==> src/rtl/dbell_pkg.sv <==
package dbell_pkg;
  localparam int REG_W = 32;
  localparam int ADDR_W = 8;
  localparam int PID_W = 16;
  localparam int VEC_W = 8;
  localparam logic [ADDR_W-1:0] WORD_MASK = 8'hFC;
  localparam logic [ADDR_W-1:0] OFS_MASK = 8'h00;
  localparam logic [ADDR_W-1:0] OFS_STAT = 8'h04;
  localparam logic [ADDR_W-1:0] OFS_ID   = 8'h08;
  localparam logic [ADDR_W-1:0] OFS_BELL = 8'h0C;

  typedef enum logic [2:0] {
    SEL_NONE,
    SEL_MASK,
    SEL_STAT,
    SEL_ID,
    SEL_BELL
  } reg_sel_e;

  function automatic reg_sel_e decode_addr(input logic [ADDR_W-1:0] a);
    case (a)
      OFS_MASK: decode_addr = SEL_MASK;
      OFS_STAT: decode_addr = SEL_STAT;
      OFS_ID:   decode_addr = SEL_ID;
      OFS_BELL: decode_addr = SEL_BELL;
      default:  decode_addr = SEL_NONE;
    endcase
  endfunction
endpackage

==> src/rtl/dbell_decode.sv <==
module dbell_decode #(
  parameter int NUM_PEERS    = 4,
  parameter int VEC_PER_PEER = 4,
  parameter int CNT_W        = $clog2(VEC_PER_PEER + 1),
  parameter int IDX_W        = 4
) (
  input  logic                       fire,
  input  logic [31:0]                wdata,
  input  logic [15:0]                peer_count_i,
  input  logic [NUM_PEERS*CNT_W-1:0] vec_count_i,
  output logic                       hit,
  output logic [IDX_W-1:0]           idx
);
  logic [15:0] dest;
  logic [7:0]  vec;
  logic [CNT_W-1:0] cnt [NUM_PEERS];
  logic dest_ok, vec_ok;
  logic [7:0] unused_mid;

  assign dest = wdata[31:16];
  assign vec  = wdata[7:0];
  assign unused_mid = wdata[15:8];

  for (genvar p = 0; p < NUM_PEERS; p++) begin : g_cnt
    assign cnt[p] = vec_count_i[p*CNT_W +: CNT_W];
  end

  always_comb begin
    dest_ok = (dest < peer_count_i) && (32'(dest) < 32'(NUM_PEERS));
    vec_ok  = 1'b0;
    for (int p = 0; p < NUM_PEERS; p++) begin
      if (32'(dest) == 32'(p) && 32'(vec) < 32'(cnt[p]) &&
          32'(vec) < 32'(VEC_PER_PEER))
        vec_ok = 1'b1;
    end
  end

  assign hit = fire && dest_ok && vec_ok;
  assign idx = IDX_W'(32'(dest) * 32'(VEC_PER_PEER) + 32'(vec));
endmodule

==> src/rtl/dbell_notify.sv <==
module dbell_notify #(
  parameter int NOTE_W = 16,
  parameter int IDX_W  = 4
) (
  input  logic              clk,
  input  logic              rst,
  input  logic              hit,
  input  logic [IDX_W-1:0]  idx,
  output logic [NOTE_W-1:0] notify_o
);
  always_ff @(posedge clk) begin
    if (rst) begin
      notify_o <= '0;
    end else begin
      notify_o <= '0;
      if (hit) notify_o[idx] <= 1'b1;
    end
  end

  assert_notify_onehot_R10: assert property (@(posedge clk) disable iff (rst)
    $onehot0(notify_o));

  assert_notify_pulse_R6: assert property (@(posedge clk) disable iff (rst)
    (notify_o != '0) |=> (notify_o == '0) || $past(hit));
endmodule

==> src/rtl/dbell_irq_regs.sv <==
module dbell_irq_regs #(
  parameter int REG_W = 32
) (
  input  logic             clk,
  input  logic             rst,
  input  logic             mask_we,
  input  logic             stat_we,
  input  logic             stat_rd,
  input  logic [REG_W-1:0] wdata,
  input  logic             event_i,
  input  logic             msi_mode_i,
  input  logic             pin_present_i,
  output logic [REG_W-1:0] mask_q,
  output logic [REG_W-1:0] stat_q,
  output logic             irq_o
);
  logic [REG_W-1:0] mask_d, stat_d;
  logic ev_eff;

  assign ev_eff = event_i && !msi_mode_i;

  always_comb begin
    mask_d = mask_we ? wdata : mask_q;
    stat_d = stat_q;
    if (stat_rd) stat_d = '0;
    if (stat_we) stat_d = wdata;
    if (ev_eff)  stat_d = REG_W'(1);
  end

  always_ff @(posedge clk) begin
    if (rst) begin
      mask_q <= '0;
      stat_q <= '0;
      irq_o  <= 1'b0;
    end else begin
      mask_q <= mask_d;
      stat_q <= stat_d;
      irq_o  <= (|(stat_d & mask_d)) && !msi_mode_i && pin_present_i;
    end
  end

  assert_reset_clear_R1: assert property (@(posedge clk) disable iff (rst)
    $past(rst) |-> (mask_q == '0 && stat_q == '0));

  assert_read_clears_R4: assert property (@(posedge clk) disable iff (rst)
    $past(stat_rd && !stat_we && !ev_eff) |-> (stat_q == '0));

  assert_irq_gated_R5: assert property (@(posedge clk) disable iff (rst)
    $past(msi_mode_i || !pin_present_i) |-> !irq_o);

  assert_irq_level_R5: assert property (@(posedge clk) disable iff (rst)
    (!$past(rst) && (stat_q & mask_q) == '0) |-> !irq_o);

  assert_event_sets_R9: assert property (@(posedge clk) disable iff (rst)
    $past(event_i && !msi_mode_i) |-> (stat_q == REG_W'(1)));
endmodule

==> src/rtl/dbell_regblk.sv <==
module dbell_regblk #(
  parameter int NUM_PEERS    = 4,
  parameter int VEC_PER_PEER = 4,
  parameter int CNT_W        = $clog2(VEC_PER_PEER + 1),
  parameter int NOTE_W       = NUM_PEERS * VEC_PER_PEER
) (
  input  logic                       clk,
  input  logic                       rst,
  input  logic                       bus_we,
  input  logic                       bus_re,
  input  logic [7:0]                 bus_addr,
  input  logic [31:0]                bus_wdata,
  output logic [31:0]                bus_rdata,
  input  logic [15:0]                own_id_i,
  input  logic [15:0]                peer_count_i,
  input  logic [NUM_PEERS*CNT_W-1:0] vec_count_i,
  input  logic                       msi_mode_i,
  input  logic                       pin_present_i,
  input  logic                       local_event_i,
  output logic [NOTE_W-1:0]          notify_o,
  output logic                       irq_o
);
  import dbell_pkg::*;

  localparam int IDX_W = (NOTE_W > 1) ? $clog2(NOTE_W) : 1;

  reg_sel_e wsel, rsel;
  logic [REG_W-1:0] mask_q, stat_q;
  logic bell_hit;
  logic [IDX_W-1:0] bell_idx;

  assign wsel = bus_we ? decode_addr(bus_addr & WORD_MASK) : SEL_NONE;
  assign rsel = bus_re ? decode_addr(bus_addr) : SEL_NONE;

  dbell_irq_regs #(.REG_W(REG_W)) u_irq (
    .clk           (clk),
    .rst           (rst),
    .mask_we       (wsel == SEL_MASK),
    .stat_we       (wsel == SEL_STAT),
    .stat_rd       (rsel == SEL_STAT),
    .wdata         (bus_wdata),
    .event_i       (local_event_i),
    .msi_mode_i    (msi_mode_i),
    .pin_present_i (pin_present_i),
    .mask_q        (mask_q),
    .stat_q        (stat_q),
    .irq_o         (irq_o)
  );

  dbell_decode #(
    .NUM_PEERS    (NUM_PEERS),
    .VEC_PER_PEER (VEC_PER_PEER),
    .CNT_W        (CNT_W),
    .IDX_W        (IDX_W)
  ) u_dec (
    .fire         (wsel == SEL_BELL),
    .wdata        (bus_wdata),
    .peer_count_i (peer_count_i),
    .vec_count_i  (vec_count_i),
    .hit          (bell_hit),
    .idx          (bell_idx)
  );

  dbell_notify #(.NOTE_W(NOTE_W), .IDX_W(IDX_W)) u_note (
    .clk      (clk),
    .rst      (rst),
    .hit      (bell_hit),
    .idx      (bell_idx),
    .notify_o (notify_o)
  );

  always_ff @(posedge clk) begin
    if (rst) begin
      bus_rdata <= '0;
    end else begin
      case (rsel)
        SEL_MASK: bus_rdata <= mask_q;
        SEL_STAT: bus_rdata <= stat_q;
        SEL_ID:   bus_rdata <= {16'h0, own_id_i};
        default:  bus_rdata <= '0;
      endcase
    end
  end

  assert_notify_cause_R6: assert property (@(posedge clk) disable iff (rst)
    (notify_o != '0) |-> $past(bus_we && ((bus_addr & WORD_MASK) == OFS_BELL)));

  assert_unused_read_zero_R2: assert property (@(posedge clk) disable iff (rst)
    $past(bus_re && bus_addr != OFS_MASK && bus_addr != OFS_STAT &&
          bus_addr != OFS_ID) |-> (bus_rdata == '0));
endmodule

==> config.mk <==
export PLATFORM = sky130hd
export DESIGN_NAME = dbell_regblk
export DESIGN_NICKNAME = d
export VERILOG_FILES = /design/src/rtl/dbell_pkg.sv /design/src/rtl/dbell_decode.sv /design/src/rtl/dbell_notify.sv /design/src/rtl/dbell_irq_regs.sv /design/src/rtl/dbell_regblk.sv
export SDC_FILE = /design/constraint.sdc
export NUM_CORES = 1
export LEC_CHECK = 0
export BUFFER_PORTS_ARGS = -buffer_cell sky130_fd_sc_hd__buf_4
export CELL_PAD_IN_SITES_DETAIL_PLACEMENT = 0
export CELL_PAD_IN_SITES_GLOBAL_PLACEMENT = 2
export CORE_MARGIN = 3
export CORE_UTILIZATION = 30
export DETAILED_ROUTE_END_ITERATION = 6
export PLACE_DENSITY_LB_ADDON = 0.08
export SLEW_MARGIN = 0
export SYNTH_ARGS = -nofsm -noshare
export SYNTH_HDL_FRONTEND = slang
export SYNTH_HIERARCHICAL = 1
export SYNTH_SLANG_ARGS = --single-unit
==> constraint.sdc <==
create_clock -name clk -period 7.7 [get_ports clk]
set_clock_uncertainty 0.1 [all_clocks]
set_input_delay 0.385 -clock clk [delete_from_list [all_inputs] [get_ports clk]]
set_output_delay 0.385 -clock clk [all_outputs]
set_load 0.005 [all_outputs]
# Word level (Yosys, flattened, before mapping)
# Cells that the tools add are included.
# W data, S select, Z words.
# word_totals
romBits,0
n_memories,0
latch_bits,0
mem_bits_rw,0
inputBits,91
wordCells,68
register_bits,113
output_inout_bits,49
# classes
muxes,15
shift,0
n_reduce_logical,21
add_sub_neg,1
n_mul,0
div_mod_pow,0
bitwise,2
eq_ne,15
order_cmp,9
# ops
cell,n
$mux W32,4
$pmux W32 S3,1
$and A32 B32 Y32,1
$eq A16 B2 Y1 const B,2
$lt A8 B3 Y1,4
$reduce_or A32 Y1,1
$pmux W3 S4,2
$eq A16 B1 Y1 const B,1
$eq A8 B4 Y1 const B,2
$logic_not A16 Y1,1
$logic_not A8 Y1,2
$lt A16 B16 Y1,1
$lt A16 B3 Y1 const B,1
$logic_and A1 B1 Y1,15
$eq A6 B2 Y1 const B,2
$eq A3 B2 Y1 const B,3
$eq A8 B3 Y1 const B,1
$lt A8 B3 Y1 const B,1
$eq A3 B1 Y1 const B,2
$eq A6 B1 Y1 const B,1
$mux W3,2
$lt A4 B5 Y1 const B,1
$mux W1,5
$add A4 B4 Y4,1
other kinds (6),6

# Depth between registers and ports, before layout
# logic_depth
depth_word,11
ltp_mapped,12
mapped_depth_nobuf,10

# By module
# The synthesis kept the hierarchy.
# by_module_without_submodules
mod,seq_area_each_um2,area_per_inst_um2,instances,cells_each
dbell_irq_regs,1301.2,2876.5,1,311
dbell_regblk,640.6,1445.1,1,150
dbell_decode,0.0,706.9,1,94
dbell_notify,320.3,451.7,1,39

# Worst setup path before layout
# Ideal clock, no wire load.
# synth_path
path_kind,input-to-reg
start,input bus_addr[5]
end,register u_note.notify_o[0]
stages,10
n_path_buf,0
t_arrival_ns,2.609
slack_ns,4.918
setup_time_ns,0.073
t_required_ns,7.527
cell_sequence,nor4_4 nand2_1 nor2_1 nor4b_1 nand4_1 a311oi_1 o21ai_0 nor4b_2 or4b_4 nor3_2
# synth_via
elab_chain_len,8
elab_cells_between_ends,11
cone_classes,eq/ne: 4; mux: 2; bitwise: 1; reduce/logical: 4
# synth_rtl
item,line,text
start: declaration,dbell_regblk.sv:11,"input logic [7:0] bus_addr,"
$eq A6 B2 Y1 (tied with other cells),dbell_pkg.sv:21,case (a)
$pmux W3 S4 (*),dbell_pkg.sv:21,
$mux W3 (*),dbell_regblk.sv:32,assign wsel = bus_we ? decode_addr(bus_addr & WORD_MASK) : SEL_NONE;
$eq A3 B3 Y1 (*),dbell_regblk.sv:56,".fire (wsel == SEL_BELL),"
$logic_and A1 B1 Y1 (*) (2 in series),dbell_decode.sv:38,assign hit = fire && dest_ok && vec_ok;
named net bell_hit,dbell_regblk.sv:29,logic bell_hit;
$not A1 Y1 (no line) (*),-,
$reduce_or A2 Y1 (no line) (*),-,
end signal: assignment,dbell_notify.sv:13,notify_o <= '0;
end signal: assignment,dbell_notify.sv:15,notify_o <= '0;
end signal: indexed assignment,dbell_notify.sv:16,if (hit) notify_o[idx] <= 1'b1;
end: declaration,dbell_notify.sv:9,output logic [NOTE_W-1:0] notify_o
# The timed path passes the listed nets; every way through them passes the cells marked *.
# A chain may end at the register's enable or synchronous reset.

# Final worst setup path
# layout_path
start,input bus_addr[5]
end,register u_note.notify_o[2]
# The elaborated chain is that of the path after synthesis.

==> impl_metrics.csv <==
group,metric,value,unit
yosys,syn-num-nets,709,
drt,drc_errors,0,
yosys,ys.flop_type,"dfxtp_1",
critical_path,cp-start-kind,"input port",
floorplan,ioPinCount,140,
critical_path,crit_family,"simple AND/OR/NAND/NOR gates",
clocking,h-tree-depth,4,
flow_run,cap_violations,0,
placement,dp.cells,926,
clocking,clock_latency,420,ps
drt,via_per_inst,4.963,
sta,holdWs,119.9,ps
clocking,clk_pin_slew_worst_paths,60,ps
clocking,root_buffer,"clkbuf_16",
yosys,synthesis.area,0.005480,mm2
clocking,cts_tree,"built",
sta,worst_slew_pin_slew,918.8,ps
yosys,synth_compound_area_share,11.58,%
global_route,grt_pass1_vias,4744,
placement,dpl_cell_area,0.006628,mm2
global_route,grt_max_degree,54,
critical_path,reg2reg_depth,6,
critical_path,required,7950,ps
pwr,ir_worst_vdd,0.1508,mV
yosys,synth_fa_ha_area_share,5.479,%
critical_path,r2r-end,"u_irq/irq_o$_SDFF_PP0_",
yosys,synth_top_family_by_area,"simple AND/OR/NAND/NOR gates",
yosys,muxShareOfSynthArea,14.61,%
layout,final_common_cell,"buf_4",
placement,pre_cts_ws,3874,ps
yosys,syn_avg_cell_area,9.226,um2
yosys,yosys_warnings,6,
global_route,antenna_found_initial,0,
placement,portBuffers,139,
sta,slew_headroom,38.74,%
sta,rsz0062_at_grt,"false",
yosys,yosys.area_share.simple,20.94,%
critical_path,startpoint,"bus_addr[5]",
drt,routed_wl,17.61,mm
critical_path,crit_slowest_cell,"or4b_4",
clocking,ctsHoldBuffers,0,
critical_path,critical_path_arrival,3630,ps
critical_path,r2r_slack,5990,ps
sta,hold_viol,0,
clocking,numCtsBuffers,17,
sta,fin_crit,3382,ps
layout,syn_to_final_growth,32.58,%
global_route,grt_pass1_wl,27.14,mm
layout,layout.nets,835,
clocking,cts_resized,0,
yosys,synth-xor-area-share,0.3196,%
critical_path,cp_common_cell,"nor2_1",
yosys,async_flop_share,0,%
placement,place.gp.congestion,0.7788,
placement,hpwl,12.73,mm
critical_path,endpoint,"u_note/notify_o[2]$_SDFF_PP0_",
run_status,status,"finished, final reports clean",
worst_hold_path,worstHoldPathType,"in2reg",
drt,wire_per_inst,18.40,um
yosys,synth.area.top_cells,"dfxtp_1 41%, mux2i_1 15%, nor2_1 7.6%",
sta,setup_viol,0,
critical_path,worst-path-max-fanout,5,
floorplan,chipHeight,141.2,um
critical_path,rr_startpoint,"u_irq/stat_q[0]$_SDFF_PP0_",
clocking,cts_sinks,113,
clocking,cts_setup_buffers,0,
drt,dr.first_iter.drc_count,287,
critical_path,crit_chain,"buf_4, nor4_4, nand2_1, nor2_1, nor4b_1, nand4_1, a311oi_1, o21ai_0, nor4b_2, or4b_4, nor2_1",
sta,fin_crit_sh,43.92,%
critical_path,critPathKind,"in2reg",
yosys,synth-edff-count,0,
global_route,grtUsageTotal,17.58,%
critical_path,cp_num_cells,11,
global_route,grt_overflow,0,
layout,final_cell_mix,"143 x buf_4, 113 x dfxtp_1, 111 x nor2_1",
floorplan,die-area,0.01992,mm2
drt,vias,4750,
layout,drive_gt1_share,28.14,%
layout,final_area,0.007266,mm2
pwr,leakage,3.003,nW
yosys,yosysTopAreaCell,"dfxtp_1",
floorplan,die_x,141.2,um
yosys,yosysTopAreaCellShare,41.28,%
critical_path,path_buf_inv,1,
layout,layout.cells.non_filler,957,
sta,maxSlewViolCount,0,
sta,fin_ws,4318,ps
clocking,cts_buffer_depth,2,
pwr,cellPowerDensity,214.3,mW/mm2
yosys,ys_seq_area_share,41.28,%
drt,final_antenna_net_count,0,
layout,antennaDiodeCount,0,
floorplan,start_util,31.14,%
critical_path,max_stage_delay,550,ps
yosys,yosysUniqueCellTypes,58,
yosys,synthCells,594,
layout,n_fill_cell,1756,
sta,timing.fmax,295.7,MHz
floorplan,core-area,0.01760,mm2
yosys,synth-seq-cells,113,
sta,fin_setup_tns,0,ps
drt,dr.pass1.iters,5,
critical_path,endpoint_kind,"register",
floorplan,rows,48,
-- kinds of logic (layout without fill, tap and decap cells) --
logic type	Yosys count	count (layout)
simple gates	224	224
flops	113	113
buf+inv	60	198
xor+xnor	2	2
compound gates	91	91
mux	80	80
fa+ha+maj	24	24
-- where the power goes --
group	internal [mW]	switching, mW	total [mW]
Clock	0.573	0.276	0.849
Combinational	0.0563	0.0642	0.121
Sequential	0.587	0.000915	0.588
Total	1.22	0.341	1.56
-- synthesized netlist by cell type (all sizes together), types with 15 or more instances --
cell and count:
dfxtp 113, nand2 20, a22oi 15, nor3 17
or2 18, nor2 113, a21oi 25, inv 24
o22ai 22, buf 28, mux2i 80, ha 24
-- layout make-up --
type	instances	area, um2	share of cell area, %
Multi-Input combinational cell	421	2920	40.19
Sequential cell	113	2262	31.13
Timing Repair Buffer	143	1074	14.78
Clock buffer	22	484.2	6.664
Tap cell	225	281.5	3.875
Clock inverter	9	153.9	2.118
Inverter	24	90.09	1.240
-- metrics by stage --
| stage | util [%] | power, mW |
|---|---|---|
| 2_1_floorplan | - | 0.6557 |
| 3_3_place_gp | 37.66 | 0.7202 |
| 3_5_place_dp | 37.66 | 0.7213 |
| 4_1_cts | 41.29 | 1.578 |
| 5_1_grt | 41.29 | 1.614 |
| 6_report | 41.29 | 1.557 |
-- worst min path at each step --
stage	from	end	slack, ps	cells past startpoint
detailed placement	u_irq/stat_q[6]$_SDFF_PP0_	bus_rdata[6]$_SDFF_PP0_	360	2
finish	pin_present_i	u_irq/irq_o$_SDFF_PP0_	120	2
global placement	u_irq/stat_q[6]$_SDFF_PP0_	bus_rdata[6]$_SDFF_PP0_	360	2
global route	pin_present_i	u_irq/irq_o$_SDFF_PP0_	100	2
CTS	pin_present_i	u_irq/irq_o$_SDFF_PP0_	90	2
floorplan	u_irq/stat_q[11]$_SDFF_PP0_	bus_rdata[11]$_SDFF_PP0_	330	2
-- per-layer routing --
| metal | vias to the layer above | share of wire (%) | GRT usage (%) |
|---|---|---|---|
| met3 | 16 | 5.8 | 4.817 |
| met4 | 0 | 1.0 | 4.335 |
| met1 | 2252 | 48 | 24.83 |
| li1 | 2346 | - | - |
| met2 | 136 | 45 | 26.59 |
| met5 | - | 0 | 0 |
-- sequential cells by signal (all words and copies together), names as in the netlist --
signal and count:
bus_rdata 32, u_irq/mask_q 32, u_irq/stat_q 32, u_note/notify_o 16, u_irq/irq_o 1
Power figures use the tool's default switching activity.
